### src/rtl/curs_shadow_pkg.sv
package curs_shadow_pkg;
   localparam int unsigned NUM_CSR = 4;
   localparam int unsigned CSR_AW  = 2;

   typedef enum logic [CSR_AW-1:0] {
      CSR_CTRL = 2'd0,
      CSR_POS  = 2'd1,
      CSR_BASE = 2'd2,
      CSR_PHGT = 2'd3
   } csr_sel_e;
endpackage

### src/rtl/curs_regbank.sv
// One copy of the cursor registers; each register loads under its own strobe.
module curs_regbank
   import curs_shadow_pkg::*;
#(
   parameter int unsigned DW    = 32,
   parameter int unsigned HGT_W = 10
) (
   input  logic                          clk,
   input  logic                          rst_n,
   input  logic [NUM_CSR-1:0]            ld,
   input  logic [NUM_CSR-1:0][DW-1:0]    din,
   output logic [NUM_CSR-1:0][DW-1:0]    q
);
   // enable bit on top, height-minus-one in the low field
   localparam logic [DW-1:0] PH_MASK =
      {1'b1, {(DW-1-HGT_W){1'b0}}, {HGT_W{1'b1}}};

   generate
      for (genvar i = 0; i < NUM_CSR; i++) begin : g_reg
         localparam logic [DW-1:0] MSK =
            (i == int'(CSR_PHGT)) ? PH_MASK : {DW{1'b1}};
         logic [DW-1:0] r;
         always_ff @(posedge clk) begin
            if (!rst_n)      r <= '0;
            else if (ld[i])  r <= din[i] & MSK;
         end
         assign q[i] = r;
      end
   endgenerate
endmodule

### src/rtl/curs_armctl.sv
// Arm / cancel decision and vertical-blank edge detection.
module curs_armctl
   import curs_shadow_pkg::*;
#(
   parameter int unsigned MODE_W  = 3,
   parameter bit          VB_SYNC = 1'b0
) (
   input  logic              clk,
   input  logic              rst_n,
   input  logic              wr,
   input  logic [CSR_AW-1:0] addr,
   input  logic [MODE_W-1:0] wr_mode,
   input  logic              act_live,
   input  logic              vblank,
   output logic              armed,
   output logic              xfer
);
   logic vb_in, vb_q, vb_rise;
   logic arm_req, cancel_req, armed_q;

   generate
      if (VB_SYNC) begin : g_vsync
         logic s1, s2;
         always_ff @(posedge clk) begin
            if (!rst_n) begin
               s1 <= 1'b0;
               s2 <= 1'b0;
            end else begin
               s1 <= vblank;
               s2 <= s1;
            end
         end
         assign vb_in = s2;
      end else begin : g_vdirect
         assign vb_in = vblank;
      end
   endgenerate

   always_ff @(posedge clk) begin
      if (!rst_n) vb_q <= 1'b0;
      else        vb_q <= vb_in;
   end
   assign vb_rise = vb_in & ~vb_q;

   // base write always arms; enable write arms only when plane is off
   always_comb begin
      arm_req = 1'b0;
      if (wr) begin
         if (addr == CSR_BASE)
            arm_req = 1'b1;
         else if (addr == CSR_CTRL && (|wr_mode) && !act_live)
            arm_req = 1'b1;
      end
      cancel_req = wr & ~arm_req;
   end

   assign xfer = vb_rise & armed_q;

   always_ff @(posedge clk) begin
      if (!rst_n)           armed_q <= 1'b0;
      else if (arm_req)     armed_q <= 1'b1;
      else if (cancel_req)  armed_q <= 1'b0;
      else if (xfer)        armed_q <= 1'b0;
   end
   assign armed = armed_q;
endmodule

### src/rtl/curs_shadow.sv
module curs_shadow
   import curs_shadow_pkg::*;
#(
   parameter int unsigned DW      = 32,
   parameter int unsigned MODE_W  = 3,
   parameter int unsigned HGT_W   = 10,
   parameter bit          VB_SYNC = 1'b0
) (
   input  logic              clk,
   input  logic              rst_n,
   input  logic              bus_wr,
   input  logic [CSR_AW-1:0] bus_addr,
   input  logic [DW-1:0]     bus_wdata,
   input  logic [CSR_AW-1:0] rd_addr,
   output logic [DW-1:0]     rd_data,
   input  logic              vblank,
   output logic [DW-1:0]     act_ctrl,
   output logic [DW-1:0]     act_pos,
   output logic [DW-1:0]     act_base,
   output logic [DW-1:0]     act_phgt,
   output logic              plane_on,
   output logic              armed
);
   generate
      if (MODE_W < 1 || MODE_W > DW) begin : g_bad_mode
         $error("MODE_W must lie in 1..DW");
      end
      if (HGT_W + 1 >= DW) begin : g_bad_hgt
         $error("HGT_W must leave room for the enable bit");
      end
      if ((1 << CSR_AW) != NUM_CSR) begin : g_bad_map
         $error("address width does not match register count");
      end
   endgenerate

   logic [NUM_CSR-1:0]         pend_ld;
   logic [NUM_CSR-1:0][DW-1:0] pend_din, pend_q;
   logic [NUM_CSR-1:0][DW-1:0] act_q;
   logic                       xfer, live;

   always_comb begin
      for (int i = 0; i < NUM_CSR; i++) begin
         pend_ld[i]  = bus_wr && (bus_addr == CSR_AW'(i));
         pend_din[i] = bus_wdata;
      end
   end

   curs_regbank #(.DW(DW), .HGT_W(HGT_W)) u_pend (
      .clk(clk), .rst_n(rst_n), .ld(pend_ld), .din(pend_din), .q(pend_q)
   );

   curs_regbank #(.DW(DW), .HGT_W(HGT_W)) u_act (
      .clk(clk), .rst_n(rst_n), .ld({NUM_CSR{xfer}}), .din(pend_q), .q(act_q)
   );

   assign live = |act_q[CSR_CTRL][MODE_W-1:0];

   curs_armctl #(.MODE_W(MODE_W), .VB_SYNC(VB_SYNC)) u_arm (
      .clk(clk), .rst_n(rst_n), .wr(bus_wr), .addr(bus_addr),
      .wr_mode(bus_wdata[MODE_W-1:0]), .act_live(live), .vblank(vblank),
      .armed(armed), .xfer(xfer)
   );

   assign rd_data  = pend_q[rd_addr];
   assign act_ctrl = act_q[CSR_CTRL];
   assign act_pos  = act_q[CSR_POS];
   assign act_base = act_q[CSR_BASE];
   assign act_phgt = act_q[CSR_PHGT];
   assign plane_on = live;
endmodule

### config.mk
export PLATFORM = sky130hd
export DESIGN_NAME = curs_shadow
export DESIGN_NICKNAME = d
export VERILOG_FILES = /design/src/rtl/curs_shadow_pkg.sv /design/src/rtl/curs_regbank.sv /design/src/rtl/curs_armctl.sv /design/src/rtl/curs_shadow.sv
export SDC_FILE = /design/constraint.sdc
export NUM_CORES = 1
export LEC_CHECK = 0
export ABC_AREA = 0
export CAP_MARGIN = 20
export CORE_MARGIN = 2
export CORE_UTILIZATION = 45
export DETAILED_ROUTE_END_ITERATION = 10
export PLACE_DENSITY = 0.73
export REMOVE_ABC_BUFFERS = 1
export SLEW_MARGIN = 20
export SYNTH_ARGS = -nofsm -noshare
export SYNTH_HDL_FRONTEND = slang
export SYNTH_SLANG_ARGS = --single-unit
### constraint.sdc
create_clock -name clk -period 1.5 [get_ports clk]
set_input_delay 0.3 -clock clk [delete_from_list [all_inputs] [get_ports clk]]
set_output_delay 0.3 -clock clk [all_outputs]
set_load 0.01 [all_outputs]
Word level (Yosys, flattened, before mapping):

Index checks and enable logic that the tools add are counted.
Widths: inputs -> output; s select.

* $add $sub $neg: 0
* $lt $le $gt $ge: 1
* $mul: 0
* mux-type cells: 8
* divide/modulo/power cells: 0
* bitwise logic cells: 5
* shifts and indexed selects: 0
* reductions and logical operators: 11
* equality and inequality tests: 3

Operators with widths (number)
* $bmux 32 s2: 1
* $mux 32: 1
* $logic_and 1x1->1: 6
* $mux 1: 6
* $reduce_or 3->1: 2
* $eq 2x2->1 const B: 2
* $and 1x1->1: 3
* $lt 2x3->1 const B: 1
* $reduce_bool 3->1: 1
* $eq 2x1->1 const B: 1
* $logic_not 2->1: 1
* $not 1->1: 2
* $logic_not 1->1: 1

* ROM bits: 0
* logic and storage cells: 38
* bits in latches: 0
* memories kept: 0
* output and inout port bits: 162
* bits in registers: 216
* bits in writable memories: 0

Longest topological paths before layout:

Gate-level depths: netlist of run 1.

* word-level depth: 10
* mapped depth: 6
* mapped depth without buffers: 3

By module:

A second synthesis of run 1 with hierarchy kept.

* cells, all modules: 788
* area, all modules: 9625.5 µm²

By module, submodules not included
* curs_regbank: cells an instance 367, area an instance 4341.7 µm², times used 2, sequential area each 2142.1 µm²
* curs_shadow: cells an instance 44, area an instance 852.1 µm², times used 1, sequential area each 0.0 µm²
* curs_armctl: cells an instance 10, area an instance 90.1 µm², times used 1, sequential area each 40.0 µm²

Worst setup path before layout of run 1:

No wires, ideal clock.

* path kind: input to output
* start: input port rd_addr[0]
* end: output port rd_data[1]
* path buffers: 2
* slack: -0.012 ns
* arrival: 1.212 ns
* required time: 1.200 ns
* stages: 3
* path through: clkbuf_2 -> buf_4 -> mux4_2

* word-level cells in the longest chain between the ends: 2

RTL lines
* start, declared: line curs_shadow.sv:14 `input logic [CSR_AW-1:0] rd_addr,`
* $bmux 32 s2: line curs_shadow.sv:64 `assign rd_data = pend_q[rd_addr];`
* $mux 32 (implied by the code): line curs_shadow.sv:64
* end, declared: line curs_shadow.sv:15 `output logic [DW-1:0] rd_data,`

No other way between the ends. The select of a mux whose other input is x is not followed.

Worst setup path after layout of run 1:

* start: register u_pend.g_reg[3].r[1]
* end: output port rd_data[1]

* word-level cells in the longest chain between the ends: 2

RTL lines
* start, declared: line curs_regbank.sv:22 `logic [DW-1:0] r;`
* start signal, assigned: line curs_regbank.sv:25 `else if (ld[i]) r <= din[i] & MSK;`
* $bmux 32 s2: line curs_shadow.sv:64
* $mux 32 (implied by the code): line curs_shadow.sv:64

No other way between the ends. The select of a mux whose other input is x is not followed.

==> metrics, run 1 <==
Min-Delay Endpoint u_pend.g_reg[3].r[4]; register area share after synthesis 0.4871; GRT Util Overall 0.2383; Mapped Area 8877 sq um; Worst R2R End u_act.g_reg[1].r[10]; Period Utilization, post-route 1.164; Net Sw Frac 0.2214; H-tree Lvls 1; final slew viol count 0; Power Internal 9.959 mW; total grt overflow 0; setup violators final 19; post-DP HPWL 16930 microns; total power 12.79 mW; run status complete, but fails checks; reg2reg setup slack 0.20 ns; crit-path max FO 2; largest net degree at the start of global routing 52; Compound-Gate Fraction of Synth Area 0.1938; Crit path required time 1.20 ns; WHS Path Cells 2; row cnt 51; Initial DRC Count 382; dpl cells 1534; IO Port Bufs 180; P per Cell Area 1022 nW/um^2; initial antenna violation count 0; Synth Register Bits 216; WP data arrival 1.45 ns; RSZ-0062 raised after global routing true; Core Area 19400 sq um; fraction of synthesized area in multiplexers 0.05159; worst skew pair latency 0.50 ns; RD Place Congestion 0.7662; cts bufs inserted 23; P&R area growth vs syn 41.00%; layer with the highest usage met2; CP max stage delay 0.49 ns; Die Wd 144.5 microns; first-pass GRT wire length 39500 microns; Clock Tree Buf Depth 3; Cell Count, Final, Fillers Out 1593; filler cell count 1645; CTS tree yes; Vias/cell 4.932; Detail Route Antenna Nets 0; hold path start rst_n; Worst Hold Class in -> reg; vias in the first global route 7615; Worst R2R Start u_arm.vb_q; largest family of logic cells by synthesized area simple AND/OR/NAND/NOR gates; xor and xnor fraction of the mapped netlist area 0; Ports 202; Synthesis Warnings 0; grt met1 use 0.3041; crit start category flip-flop; leakage power total 5.196 nW; # DRC 0; WL per Instance 15.79 microns; sequential power share 0.463; met2 Use GR 0.4176; crit path cell chain mux4_2 > buf_6; VDD IR-drop max 0.0008418 V; Switch Pwr 2.831 mW; Slowest-stage cell, CP mux4_2; drt first pass iters 5; routed wire length 25150 microns; post-synthesis adder-cell area fraction 0; Die ar. 20870 sq um; clock power share 0.451; # hold bufs at CTS 0; routing usage on met3 0.03907; MaxCap Viol Count 0; Avg Cell Area, Syn 8.430 sq um; clk root buf clkbuf_16; share of cells above drive strength 1 0.2163; reg2reg path depth 4; cells after synthesis 1053; final worst slack -0.2455 ns; Final nets 1351; post-synthesis simple-gate area fraction 0.2044; WS Path Type reg -> out; failing checks negative setup slack; hold_ws 0.2011 ns; die height 144.5 microns; worst clock skew 0.01004 ns; fmax 572.9 MHz; Worst Setup End Kind primary output; min cycle time layout 1.745 ns; initial core utilization 0.4576; clock sinks 216; Via Count 7856; clk slew on worst S/H paths 0.06 ns; Hold Fails Final Rpt 0; combinational share of power 0.085; Distinct cells, synth 26
[power by group through the flow]
stage / Sequential [mW] / Clock, mW / Combinational (mW)
CTS: 5.92 / 5.86 / 1.08
detailed placement: 6.04 / 0 / 1.07
global route: 5.93 / 6.09 / 1.18
global placement: 6.04 / 0 / 1.06
finish: 5.92 / 5.77 / 1.09
floorplan: 6.03 / 0 / 0.367
[stage by stage]
stage | setup slack, ns | util | area [sq um] | TNS [ns]
after floorplan | -1.258 | - | 8396 | -139.08
after CTS | -0.2623 | 0.6398 | 12410 | -3.075
after detailed placement | -0.5830 | 0.6040 | 11720 | -52.33
after global placement | -0.5553 | 0.6040 | 11720 | -47.24
after global routing | -0.2865 | 0.6451 | 12510 | -3.856
final | -0.2455 | 0.6453 | 12520 | -2.683
[registers in the layout, summed over array words and instances, names as in the netlist]
| signal | flops |
|---|---|
| u_arm.armed | 1 |
| u_arm.vb_q | 1 |
| u_pend.g.r | 107 |
| u_act.g.r | 107 |
[worst max path at each step]
| stage | startpoint | to | cells past startpoint |
|---|---|---|---|
| after detailed placement | rd_addr[0] | rd_data[21] | 6 |
| final | u_pend.g_reg[3].r[1] | rd_data[1] | 2 |
| after CTS | u_pend.g_reg[3].r[1] | rd_data[1] | 2 |
| after global routing | u_pend.g_reg[3].r[1] | rd_data[1] | 2 |
| after floorplan | u_arm.armed | u_act.g_reg[0].r[0] | 3 |
| after global placement | rd_addr[0] | rd_data[0] | 4 |
[layer usage]
layer,share of wire,up-vias
li1,-,3902
met1,0.44,3704
met2,0.49,217
met3,0.057,33
met4,0.018,0
met5,0,-
[cell usage in the layout, fill, tap and decap left out, drive strengths merged, types with 2 or more instances in the layout]
cell,netlist,final
nand3b,3,3
conb,1,21
and3b,3,3
bufinv,0,2
nor3,2,2
clkdlybuf4s50,0,36
mux2i,21,21
mux4,11,11
buf,69,171
nor3b,2,2
dfxtp,216,216
nand2,449,449
clkdlybuf4s15,0,4
clkbuf,33,39
a21boi,214,214
dlygate4sd2,0,103
nor2b,2,2
o21ai,21,21
[cells by family (layout without fill, tap and decap cells)]
kind of cell    count (synthesis)  after routing
flops                         216            216
simple gates                  466            466
buf+inv                       102            356
mux                            32             32
compound gates                236            236
other cells                     1             22
[area by class of cell]
class / instances / area [sq um] / share of cell area
tap: 265 / 331.6 / 0.02649
antenna: 1 / 2.502 / 0.0001999
clock inverter: 3 / 65.06 / 0.005198
sequential: 216 / 4392 / 0.3509
clock buffer: 38 / 711.9 / 0.05688
timing repair buffer: 315 / 2895 / 0.2313
multi-input combinational: 755 / 4119 / 0.3291
[synthesized netlist by cell type, drive strengths merged]
| master | count | area, sq um |
|---|---|---|
| a21boi | 214 | 1607 |
| and2 | 1 | 6.260 |
| and3 | 1 | 6.260 |
| and3b | 3 | 26.28 |
| buf | 69 | 431.7 |
| clkbuf | 33 | 125.1 |
| conb | 1 | 3.750 |
| dfxtp | 216 | 4324 |
| mux2i | 21 | 210.2 |
| mux4 | 11 | 247.7 |
| nand2 | 449 | 1685 |
| nand3 | 1 | 5.000 |
| nand3b | 3 | 22.52 |
| nor2b | 2 | 12.51 |
| nor3 | 2 | 15.01 |
| nor3b | 2 | 20.02 |
| o21ai | 21 | 105.1 |
| o31a | 1 | 8.760 |
| or3 | 1 | 6.260 |
| or3b | 1 | 8.760 |
[critical path: cells and delay by family (launching register included)]
family                 cells  cell delay [ns]
buffers and inverters      1             0.14
DFF                        1             0.32
muxes                      1             0.49
[what timing repair did]
action	CTS	global route
pin swaps	2	2
gates resized for setup	315	36
endpoints found under the setup margin	141	38
buffers inserted	11	6
Note: power is estimated with default switching activity, not from simulation.
==> run 2: changes to the inputs <==
--- a/config.mk
+++ b/config.mk
@@ -7,10 +7,13 @@
 export LEC_CHECK = 0
 export ABC_AREA = 0
 export CAP_MARGIN = 20
+export CELL_PAD_IN_SITES_DETAIL_PLACEMENT = 1
+export CELL_PAD_IN_SITES_GLOBAL_PLACEMENT = 1
 export CORE_MARGIN = 2
-export CORE_UTILIZATION = 45
+export CORE_UTILIZATION = 37
 export DETAILED_ROUTE_END_ITERATION = 10
-export PLACE_DENSITY = 0.73
+export GPL_ROUTABILITY_DRIVEN = 0
+export PLACE_DENSITY_LB_ADDON = 0.1
 export REMOVE_ABC_BUFFERS = 1
 export SLEW_MARGIN = 20
 export SYNTH_ARGS = -nofsm -noshare
==> run 2 against run 1 <==
Compared with the run above:
- the run still ends with negative setup slack left
- flip-flop and latch count did not move
- die area rose by 21%
- setup slack got worse by 0.032 ns
- first-iteration DRC count fell by 32%
- clock skew barely moved
- clock-buffer cell count rose by 3
- global-route usage fell by 2.0 points
- worst hold slack got worse by 0.092 ns
- non-clock buffer count rose by 16
- register-to-register slack got worse by 0.07 ns
- critical path type unchanged
- largest cell class unchanged
- largest power group is now clock
- highest routed layer unchanged
==> metrics, run 2 (synthesis gave the netlist of run 1 again) <==
total grt overflow 0 (unchanged); WS Path Type reg -> out; RSZ-0062 raised after global routing true; P&R area growth vs syn 43.28%; IO Port Bufs 180 (unchanged); P per Cell Area 1027 nW/um^2 (+0.55%); final worst slack -0.2770 ns (-0.03152 ns); WL per Instance 17.02 microns (+7.8%); largest net degree at the start of global routing 80 (+54%); Slowest-stage cell, CP mux4_2; Core Area 23540 sq um (+21%); GRT Util Overall 0.2184 (-0.01995); biggest regs u_act.g.r: 107 flops, u_pend.g.r: 107 flops; Final nets 1369 (+1.3%); Ports 202 (unchanged); cts bufs inserted 25 (+8.7%); Crit path required time 1.20 ns (about the same); Vias/cell 4.806 (-2.5%); CP delay by family, top multiplexers; Initial DRC Count 258 (-32%); WHS Path Cells 2 (unchanged); Worst R2R End u_act.g_reg[0].r[20]; clk root buf clkbuf_16; crit-path max FO 2 (unchanged); routed wire length 28370 microns (+13%); crit path cell chain mux4_2 > buf_6; commonest non-fill, non-tap cell in the layout nand2_1; hold path start rst_n; failing checks negative setup slack; Cell Count, Final, Fillers Out 1667 (+4.6%); CP max stage delay 0.49 ns (about the same); VDD IR-drop max 0.0007250 V (-14%); Die Wd 158.9 microns (+10%); Min-Delay Endpoint u_act.g_reg[2].r[25]; crit path buf inv count 1 (unchanged); H-tree Lvls 1 (unchanged); filler cell count 2803 (+70%); drt first pass iters 4 (-1); initial core utilization 0.3771 (-0.08055); worst clock skew 0.01032 ns (+0.0002805 ns); clock sinks 216 (unchanged); Die ar. 25250 sq um (+21%); post-DP HPWL 18440 microns (+8.9%); final slew viol count 0 (unchanged); dpl cells 1610 (+5.0%); vias in the first global route 8234 (+8.1%); fmax 562.7 MHz (-1.8%); Worst Hold Class in -> reg; Worst Setup End Kind primary output; Via Count 8012 (+2.0%); Detail Route Antenna Nets 0 (unchanged); leakage power total 5.312 nW (+2.2%); share of cells above drive strength 1 0.2257 (+0.009409); Clock Tree Buf Depth 3 (unchanged); Hold Fails Final Rpt 0 (unchanged); reg2reg setup slack 0.13 ns (-0.07 ns); MaxCap Viol Count 0 (unchanged); first-pass GRT wire length 44870 microns (+14%); setup TNS -3.172 ns (-0.4886 ns); reg2reg path depth 4 (unchanged); WP data arrival 1.48 ns (+0.03 ns); run status complete, but fails checks; min cycle time layout 1.777 ns (+0.03152 ns); Worst R2R Start u_arm.vb_q; worst skew pair latency 0.51 ns (about the same); Period Utilization, post-route 1.185 (+0.02101); # DRC 0 (unchanged); CTS tree yes; setup violators final 22 (+3); row cnt 56 (+9.8%); initial antenna violation count 1 (+1); commonest cells after routing, fill and taps aside nand2_1, a21boi_0, dfxtp_1; clk slew on worst S/H paths 0.06 ns (about the same); crit start category flip-flop; die height 158.9 microns (+10%)
run 2: power by group:
part | internal (mW) | switching, mW | total, mW
registers | 5.85 | 0.0675 | 5.92
logic | 0.558 | 0.577 | 1.14
clock network | 3.63 | 2.38 | 6.01
total | 10.0 | 3.03 | 13.1
run 2: layout make-up:
type                    count  area [sq um]  share of cell area
flip-flops and latches    216          4393              0.3454
clock buffers              41         765.7             0.06020
repair buffers            331          3010              0.2367
clock inverters             4         45.04            0.003541
well taps                 319         399.1             0.03138
diodes                      1         2.502           0.0001967
multi-input cells         755          4104              0.3226
run 2: how the worst max path moves through the flow:
stage	start	endpoint	slack (ns)	depth (start not counted)
2_1_floorplan	u_arm.armed	u_act.g_reg[0].r[0]	-1.26	3
3_3_place_gp	rd_addr[0]	rd_data[14]	-0.55	6
3_5_place_dp	rd_addr[0]	rd_data[14]	-0.57	6
4_1_cts	u_pend.g_reg[3].r[2]	rd_data[2]	-0.29	2
5_1_grt	u_pend.g_reg[3].r[0]	rd_data[0]	-0.31	2
6_report	u_pend.g_reg[3].r[0]	rd_data[0]	-0.28	2
run 2: routing by layer:
layer	track usage	wire [microns]	vias to the layer above
met5	0	0	-
met4	0.05000	602	0
met3	0.03840	1213	39
met2	0.3819	13480	175
met1	0.2811	13070	3863
li1	-	-	3935
run 2: stage by stage:
| stage | hold slack [ns] | setup WS [ns] | instance area [sq um] | power [mW] | util |
|---|---|---|---|---|---|
| 2_1_floorplan | 0.4217 | -1.258 | 8396 | 6.399 | - |
| 3_3_place_gp | 0.4495 | -0.5500 | 11960 | 7.150 | 0.5081 |
| 3_5_place_dp | 0.4576 | -0.5652 | 11960 | 7.166 | 0.5081 |
| 4_1_cts | 0.09292 | -0.2905 | 12680 | 13.17 | 0.5385 |
| 5_1_grt | 0.1038 | -0.3124 | 12720 | 13.51 | 0.5402 |
| 6_report | 0.1089 | -0.2770 | 12720 | 13.07 | 0.5403 |
run 2: what timing repair did:
action	4_1_cts	5_1_grt
setup endpoints to repair	141	42
resized for setup	338	20
pin swaps	8	7
buffers inserted	7	4
hold buffers	0	0
gates cloned	0	0
==> run 3: changes to the inputs <==
--- a/config.mk
+++ b/config.mk
@@ -13,7 +13,7 @@
 export CORE_UTILIZATION = 37
 export DETAILED_ROUTE_END_ITERATION = 10
 export GPL_ROUTABILITY_DRIVEN = 0
-export PLACE_DENSITY_LB_ADDON = 0.1
+export PLACE_DENSITY = 0.9
 export REMOVE_ABC_BUFFERS = 1
 export SLEW_MARGIN = 20
 export SYNTH_ARGS = -nofsm -noshare
==> run 3 against run 2 <==
Compared with the run above:
- the run still ends with negative setup slack left
- worst hold slack gained 0.078 ns
- critical path type unchanged
- critical endpoint is now rd_data[1]
- routed wire length increased by 12%
- die area did not move
- fmax up 0.80%
==> metrics, run 3 (synthesis gave the netlist of run 1 again) <==
P per Cell Area 1010 nW/um^2 (-1.7%); commonest cells after routing, fill and taps aside nand2_1, a21boi_0, dfxtp_1; H-tree Lvls 1 (unchanged); crit-path max FO 2 (unchanged); cts bufs inserted 24 (-4.0%); Setup WS pre-CTS -0.5923 ns (-0.02709 ns); post-layout util 0.5404 (about the same); register area 4400 sq um (+0.17%); Die ar. 25250 sq um (unchanged); worst skew pair latency 0.50 ns (about the same); clk slew on worst S/H paths 0.06 ns (about the same); total grt overflow 0 (unchanged); vias in the first global route 9183 (+12%); filler cell count 2799 (-0.14%); area of the multi-input gates 4110 sq um (+0.15%); first-pass GRT wire length 49680 microns (+11%); initial core utilization 0.3771 (unchanged); IO Port Bufs 180 (unchanged); CTS tree yes; leakage power total 5.301 nW (-0.22%); biggest regs u_act.g.r: 107 flops, u_pend.g.r: 107 flops; crit start category flip-flop; WL per Instance 19.05 microns (+12%); final slew viol count 0 (unchanged); reg2reg setup slack 0 ns (-0.13 ns); initial antenna violation count 1 (unchanged); WP data arrival 1.46 ns (-0.02 ns); P&R area growth vs syn 43.31% (about the same); MaxCap Viol Count 0 (unchanged); drt first pass iters 4 (unchanged); Initial DRC Count 376 (+46%); Worst Setup End Kind primary output; post-DP HPWL 20890 microns (+13%); Detail Route Antenna Nets 0 (unchanged); routed wire length 31690 microns (+12%); GRT Util Overall 0.2430 (+0.02456); clk root buf clkbuf_16; Period Utilization, post-route 1.175 (-0.009371); RSZ-0062 raised after global routing true; largest net degree at the start of global routing 86 (+7.5%); Worst Hold Class in -> reg; Vias/cell 5.001 (+4.0%); # DRC 0 (unchanged); Die Wd 158.9 microns (unchanged); run status complete, but fails checks; worst clock skew 0.01097 ns (+0.0006516 ns); min cycle time layout 1.763 ns (-0.01406 ns); Crit path required time 1.20 ns (about the same); final worst slack -0.2629 ns (+0.01406 ns); clock sinks 216 (unchanged); Hold Fails Final Rpt 0 (unchanged); setup violators final 24 (+9.1%); failing checks negative setup slack; Core Area 23540 sq um (unchanged); commonest non-fill, non-tap cell in the layout nand2_1; # hold bufs at CTS 0 (unchanged); share of cells above drive strength 1 0.2329 (+0.007200); Final nets 1369 (unchanged); row cnt 56 (unchanged); total power 12.85 mW (-1.7%); VDD IR-drop max 0.0006790 V (-6.3%); Via Count 8321 (+3.9%); Ports 202 (unchanged); WS Path Type reg -> out; Clock Tree Buf Depth 3 (unchanged); die height 158.9 microns (unchanged); fmax 567.2 MHz (+0.80%)
run 3: final cells by class:
| type | instances | share of cell area |
|---|---|---|
| clock buffers | 36 | 0.05871 |
| multi-input cells | 755 | 0.3231 |
| diodes | 1 | 0.0001967 |
| clock inverters | 5 | 0.002164 |
| well taps | 319 | 0.03137 |
| flip-flops and latches | 216 | 0.3459 |
| repair buffers | 332 | 0.2386 |
run 3: worst paths after layout:
check,from,endpoint,cells past startpoint
worst max-delay path,u_pend.g_reg[1].r[1],rd_data[1],2
worst min-delay path,rst_n,u_arm.armed,2
worst max register to register,u_act.g_reg[0].r[0],u_arm.armed,6
worst min register to register,u_act.g_reg[2].r[9],u_act.g_reg[2].r[9],2
run 3: power by group:
| part | leakage [nW] | total [mW] | internal (mW) | switching (mW) |
|---|---|---|---|---|
| Clock | 0.385 | 5.75 | 3.41 | 2.34 |
| Sequential | 1.78 | 5.93 | 5.85 | 0.0714 |
| Combinational | 3.14 | 1.17 | 0.572 | 0.603 |
run 3: per-stage QoR:
| stage | cells | cell area, sq um | hold slack [ns] | setup TNS (ns) |
|---|---|---|---|---|
| 2_1_floorplan | 971 | 8396 | 0.4217 | -139.08 |
| 3_3_place_gp | 1596 | 11850 | 0.4486 | -43.88 |
| 3_5_place_dp | 1596 | 11850 | 0.4577 | -61.25 |
| 4_1_cts | 1655 | 12630 | 0.1627 | -3.838 |
| 5_1_grt | 1664 | 12720 | 0.1798 | -4.653 |
| 6_report | 1664 | 12720 | 0.1864 | -3.124 |
run 3: critical path, stage by stage (launching register included):
cell	delay, ns
dfxtp_2	0.33
mux4_2	0.48
buf_6	0.15
run 3: repair_timing:
item / in CTS / in global routing
setup buffers: 17 / 8
endpoints found under the setup margin: 141 / 40
resized for setup: 339 / 27
gates cloned: 1 / 0
pin swaps: 12 / 13
run 3: per-layer routing:
metal  vias to the layer above  wire length [microns]  GRT usage  share of wire
li1                       3935                      -          -              -
met1                      4111                  12520     0.2694           0.40
met2                       213                  16580     0.4659           0.52
met3                        62                   1693    0.04572          0.053
met4                         0                    900    0.07479          0.028
met5                         -                      0          0              0
